==> config.mk <==
export PLATFORM = sky130hd
export DESIGN_NAME = memcfg_regs
export DESIGN_NICKNAME = d
export VERILOG_FILES = /design/src/rtl/memcfg_pkg.sv /design/src/rtl/memcfg_strap_decode.sv /design/src/rtl/memcfg_end_table.sv /design/src/rtl/memcfg_regs.sv
export SDC_FILE = /design/constraint.sdc
export NUM_CORES = 1
export LEC_CHECK = 0
export ABC_AREA = 1
export CAP_MARGIN = 25
export CELL_PAD_IN_SITES_DETAIL_PLACEMENT = 0
export CELL_PAD_IN_SITES_GLOBAL_PLACEMENT = 1
export CORE_ASPECT_RATIO = 1.2
export CORE_MARGIN = 2
export CORE_UTILIZATION = 48
export DETAILED_ROUTE_END_ITERATION = 10
export DONT_BUFFER_PORTS = 1
export GPL_TIMING_DRIVEN = 0
export MAX_ROUTING_LAYER = met4
export PLACE_DENSITY_LB_ADDON = 0.1
export SETUP_SLACK_MARGIN = 0.5
export SYNTH_ARGS = -nofsm -noshare
export SYNTH_HDL_FRONTEND = slang
export SYNTH_HIERARCHICAL = 1
export SYNTH_SLANG_ARGS = --single-unit
export TNS_END_PERCENT = 30
==> constraint.sdc <==
create_clock -name clk_i -period 3.1 [get_ports clk_i]
set_input_delay 0.155 -clock clk_i [delete_from_list [all_inputs] [get_ports clk_i]]
set_output_delay 0.155 -clock clk_i [all_outputs]
set_load 0.1 [all_outputs]
==> src/rtl/memcfg_pkg.sv <==
package memcfg_pkg;
  localparam int unsigned DW = 8;
  localparam int unsigned AW = 8;
  localparam logic [AW-1:0] ADDR_ID   = 8'h03;
  localparam logic [AW-1:0] ADDR_PRES = 8'h04;
  localparam logic [AW-1:0] ADDR_END  = 8'h20;
  localparam logic [AW-1:0] ADDR_PAR  = 8'h41;
  localparam logic [DW-1:0] PAR_OK    = 8'h01;
  localparam logic [DW-1:0] RD_UNMAP  = 8'hFF;
endpackage

==> src/rtl/memcfg_strap_decode.sv <==
module memcfg_strap_decode #(
  parameter int unsigned NSOCK = 6,
  parameter int unsigned DW    = 8
) (
  input  logic [2*NSOCK-1:0] strap_i,
  output logic [DW-1:0]      id_o,
  output logic [DW-1:0]      pres_o
);
  for (genvar s = 0; s < DW; s++) begin : g_bit
    if (s < NSOCK) begin : g_sock
      assign id_o[s]   = strap_i[2*s+1];
      assign pres_o[s] = ~|strap_i[2*s +: 2];
    end else begin : g_pad
      assign id_o[s]   = 1'b0;
      assign pres_o[s] = 1'b1;
    end
  end
endmodule

==> src/rtl/memcfg_end_table.sv <==
module memcfg_end_table #(
  parameter int unsigned NENT = 8,
  parameter int unsigned EW   = 5,
  localparam int unsigned IW  = $clog2(NENT)
) (
  input  logic             clk_i,
  input  logic             rst_ni,
  input  logic             wr_en_i,
  input  logic [IW-1:0]    wr_idx_i,
  input  logic [EW-1:0]    wr_val_i,
  input  logic             rd_en_i,
  input  logic             clr_idx_i,
  output logic [EW-1:0]    rd_val_o,
  output logic [IW-1:0]    rd_idx_o,
  output logic [NENT*EW-1:0] end_addr_o
);
  logic [EW-1:0] ent_q [NENT];
  logic [IW-1:0] idx_q;

  for (genvar e = 0; e < NENT; e++) begin : g_ent
    always_ff @(posedge clk_i or negedge rst_ni) begin
      if (!rst_ni)                              ent_q[e] <= '0;
      else if (wr_en_i && wr_idx_i == IW'(e))   ent_q[e] <= wr_val_i;
    end
    assign end_addr_o[e*EW +: EW] = ent_q[e];
  end

  // presence read wins over a pointer step
  always_ff @(posedge clk_i or negedge rst_ni) begin
    if (!rst_ni)        idx_q <= '0;
    else if (clr_idx_i) idx_q <= '0;
    else if (rd_en_i)   idx_q <= (idx_q == IW'(NENT-1)) ? '0 : idx_q + 1'b1;
  end

  assign rd_val_o = ent_q[idx_q];
  assign rd_idx_o = idx_q;
endmodule

==> src/rtl/memcfg_regs.sv <==
module memcfg_regs #(
  parameter int unsigned NSOCK = 6,
  parameter int unsigned NENT  = 8,
  parameter int unsigned EW    = 5,
  localparam int unsigned IW   = $clog2(NENT),
  localparam int unsigned DW   = memcfg_pkg::DW,
  localparam int unsigned AW   = memcfg_pkg::AW
) (
  input  logic                 clk_i,
  input  logic                 rst_ni,
  input  logic [AW-1:0]        addr_i,
  input  logic                 rd_i,
  input  logic                 wr_i,
  input  logic [DW-1:0]        wdata_i,
  input  logic [2*NSOCK-1:0]   strap_i,
  output logic [DW-1:0]        rdata_o,
  output logic [NENT*EW-1:0]   end_addr_o
);
  import memcfg_pkg::*;

  logic [DW-1:0] id_byte, pres_byte, rd_mux, rdata_q;
  logic [EW-1:0] rd_val;
  logic [IW-1:0] rd_idx;
  logic          rd_end, rd_pres, wr_end;

  assign rd_end  = rd_i && (addr_i == ADDR_END);
  assign rd_pres = rd_i && (addr_i == ADDR_PRES);
  assign wr_end  = wr_i && (addr_i == ADDR_END);

  memcfg_strap_decode #(.NSOCK(NSOCK), .DW(DW)) u_strap (
    .strap_i (strap_i),
    .id_o    (id_byte),
    .pres_o  (pres_byte)
  );

  memcfg_end_table #(.NENT(NENT), .EW(EW)) u_tbl (
    .clk_i      (clk_i),
    .rst_ni     (rst_ni),
    .wr_en_i    (wr_end),
    .wr_idx_i   (wdata_i[DW-1 -: IW]),
    .wr_val_i   (wdata_i[EW-1:0]),
    .rd_en_i    (rd_end),
    .clr_idx_i  (rd_pres),
    .rd_val_o   (rd_val),
    .rd_idx_o   (rd_idx),
    .end_addr_o (end_addr_o)
  );

  always_comb begin
    unique case (addr_i)
      ADDR_ID:   rd_mux = id_byte;
      ADDR_PRES: rd_mux = pres_byte;
      ADDR_END:  rd_mux = DW'(rd_val);
      ADDR_PAR:  rd_mux = PAR_OK;
      default:   rd_mux = RD_UNMAP;
    endcase
  end

  always_ff @(posedge clk_i or negedge rst_ni) begin
    if (!rst_ni)   rdata_q <= '0;
    else if (rd_i) rdata_q <= rd_mux;
  end

  assign rdata_o = rdata_q;
endmodule

==> impl_metrics.env <==
export IMPL_status="complete, no violations"
export IMPL_period_share_pct=61.3
export IMPL_place_area_mm2=0.00313
export IMPL_yosysTopAreaCellShare_pct=42.2
export IMPL_fillers=626
export IMPL_skew_ps=9.90
export IMPL_die_area_mm2=0.00695
export IMPL_yosysSeqAreaShare_pct=42.2
export IMPL_core_mm2=0.00605
export IMPL_ctsLongestPathBuffers=2
export IMPL_clock_fmax_mhz=526
export IMPL_drcViolationCount=0
export IMPL_synth_cell_type_count=25
export IMPL_crit_type="flip-flop to flip-flop"
export IMPL_path_max_fanout=3
export IMPL_worstHoldPathType="input port to flip-flop"
export IMPL_worstPathArrival_ps=2150
export IMPL_r2r_cells=12
export IMPL_dp_hpwl_mm=5.64
export IMPL_drive_gt1_share_pct=13.7
export IMPL_crit_slowest_cell="dfrtp_1"
export IMPL_fp_row_count=31
export IMPL_p_leak_nw=1.64
export IMPL_critPathBufInv=3
export IMPL_vias=2605
export IMPL_slew_viol_final=0
export IMPL_die_h_um=90.9
export IMPL_final_net_count=473
export IMPL_wl_per_cell_um=14.5
export IMPL_startpoint_type="flip-flop"
export IMPL_layout_common_cells="nand2_1, inv_1, dfrtp_1"
export IMPL_slowest_delay_ps=960
export IMPL_clk_latency_ps=300
export IMPL_first_pass_iters=4
export IMPL_power_density_mw_per_mm2=412
export IMPL_routed_wl_mm=7.57
export IMPL_ys_ff_latch=51
export IMPL_io_pins=80
export IMPL_path_cells="inv_1 > nand2_1 > nand3_1 > nand2_1 > nand2_1 > nand2_1 > nand3_1 > nand2_1 > inv_1 > nand3_1 > nand2_1 > inv_1"
export IMPL_rsz0062_at_grt="false"
export IMPL_cts_max_level=2
export IMPL_root_buffer="clkbuf_8"
export IMPL_crit_top_cell="nand2_1"
export IMPL_grt_pass1_wl_mm=12.3
export IMPL_cap_violations=0
export IMPL_antenna_found_initial=0
export IMPL_period_minus_slack_ps=1900
export IMPL_cpLargestDelayFamily="flip-flops"
export IMPL_cts_buffers=5
export IMPL_drt_iter0_drc=129
export IMPL_setup_viol=0
export IMPL_clk_pin_slew_ps=90
export IMPL_cts_tree="yes"
export IMPL_ir_worst_vdd_v=0.000280
export IMPL_max_slew_margin_pct=35.7
export IMPL_hold_depth=2
export IMPL_ant_nets=0
export IMPL_worstPathRequired_ps=3340
export IMPL_cts_sinks=51
export IMPL_netlist_instances=425
export IMPL_gp_congestion=0.817
export IMPL_start_util_pct=49.9
export IMPL_drt_vias_per_instance=5.00
export IMPL_antenna_cells=0
export IMPL_cp_depth=12
export IMPL_layout_commonest_cell="nand2_1"
export IMPL_grt_pass1_vias=2426
export IMPL_grt_max_degree=52
export IMPL_critPathCaptureType="flip-flop"
export IMPL_synthToLayoutAreaGrowth_pct=8.61
export IMPL_ys_warn_count=6
export IMPL_finalInstanceArea_mm2=0.00328
export IMPL_overflow=0
export IMPL_grt_total_usage_pct=23.2
export IMPL_worst_pin_slew_ps=964
export IMPL_hold_viol_final=0
export IMPL_syn_area_per_cell_um2=7.11
export IMPL_synth_area_mm2=0.00302
export IMPL_finalSetupTns_ps=0
export IMPL_synth_top_cell_by_area="dfrtp_1"
export IMPL_synth_top_cells_by_area="dfrtp_1, nand2_1, inv_1"
export IMPL_cts_setup_buffers=0
export IMPL_io_buffer_count=0
export IMPL_die_x_um=76.4
==> cells in the mapped netlist <==
cell type and n:
nor2_2 1, nand2_2 6, o21ai_0 42, nor2_1 36
nor2_8 1, nand2_4 6, nand2_1 131, nor3_4 1
inv_2 9, buf_6 1, clkbuf_1 3, a21oi_2 4
buf_2 5, nand3_1 43, conb_1 2, inv_1 59
or2_2 2, dfrtp_1 51, nand3_2 1, clkinv_1 1
o21ai_1 1, nor2_4 5, nand4_1 2, ha_1 2
buf_4 10
==> cell families (layout without fill, tap and decap cells) <==
kind of cell | after synthesis | after routing | share of synthesized area (%)
AOI/OAI and AO/OA | 47 | 47 | 8.28
adders and majority gates | 2 | 2 | 0.828
buffers and inverters | 88 | 100 | 12.6
DFF | 51 | 51 | 42.2
other | 2 | 4 | 0.249
and+or+nand+nor | 235 | 235 | 35.8
==> layout make-up <==
class / count / area, µm² / area share, %
clock inverters: 2 / 13.8 / 0.419
clock buffers: 5 / 68.8 / 2.10
plain buffers: 19 / 123 / 3.74
flip-flops and latches: 51 / 1280 / 38.9
inverters: 69 / 259 / 7.89
multi-input cells: 288 / 1370 / 41.8
well taps: 82 / 103 / 3.13
repair buffers: 5 / 67.6 / 2.06
==> final timing paths <==
kind                                      startpoint              endpoint  slack, ps
min in group asynchronous                     rst_ni     u_tbl/rd_idx_o[1]        390
worst max-delay path            u_tbl/end_addr_o[25]            rdata_o[0]       1200
worst min-delay path                      wdata_i[1]  u_tbl/end_addr_o[36]         10
max in group asynchronous                     rst_ni  u_tbl/end_addr_o[19]       2490
worst min register to register     u_tbl/rd_idx_o[1]     u_tbl/rd_idx_o[1]        730
worst max register to register  u_tbl/end_addr_o[25]            rdata_o[0]       1200
==> registers in the layout (all words and copies together), names as in the netlist <==
name,cells
u_tbl/end_addr_o,40
rdata_o,8
u_tbl/rd_idx_o,3
==> where the power goes <==
part,switching (mW),internal [mW]
Sequential,0.0608,0.676
Combinational,0.159,0.0835
Clock,0.218,0.155
==> per-layer routing <==
metal / wire length [µm] / GRT usage, % / part of all wire [%] / vias up
met5: 0 / - / 0 / -
met4: 42 / 5.00 / 0.55 / 0
met3: 459 / 3.80 / 6.1 / 4
met2: 3950 / 39.5 / 52 / 84
met1: 3120 / 29.1 / 41 / 1195
li1: - / - / - / 1322
==> metrics by stage <==
step                power, mW  instances  setup WS [ps]  hold slack, ps  util [%]
floorplan               0.918        427           1410            -141         -
global placement        0.967        509           1210            -140      51.8
detailed placement      0.970        509           1200            -140      51.8
CTS                      1.36        521           1180            3.74      54.2
global route             1.42        521           1030            23.9      54.2
finish                   1.35        521           1200            11.6      54.2
==> worst reg2reg max path, delay by kind of cell, from the launching register on <==
kind | cells | cell delay, ps
DFF | 1 | 960
and+or+nand+nor | 9 | 700
buffers and inverters | 3 | 200
==> what timing repair did <==
action                    in CTS  in global routing
resized for setup              0                  0
hold buffers                   5                  0
hold endpoints to repair      54                  0
No activity file was read; power rests on OpenSTA's default activity.
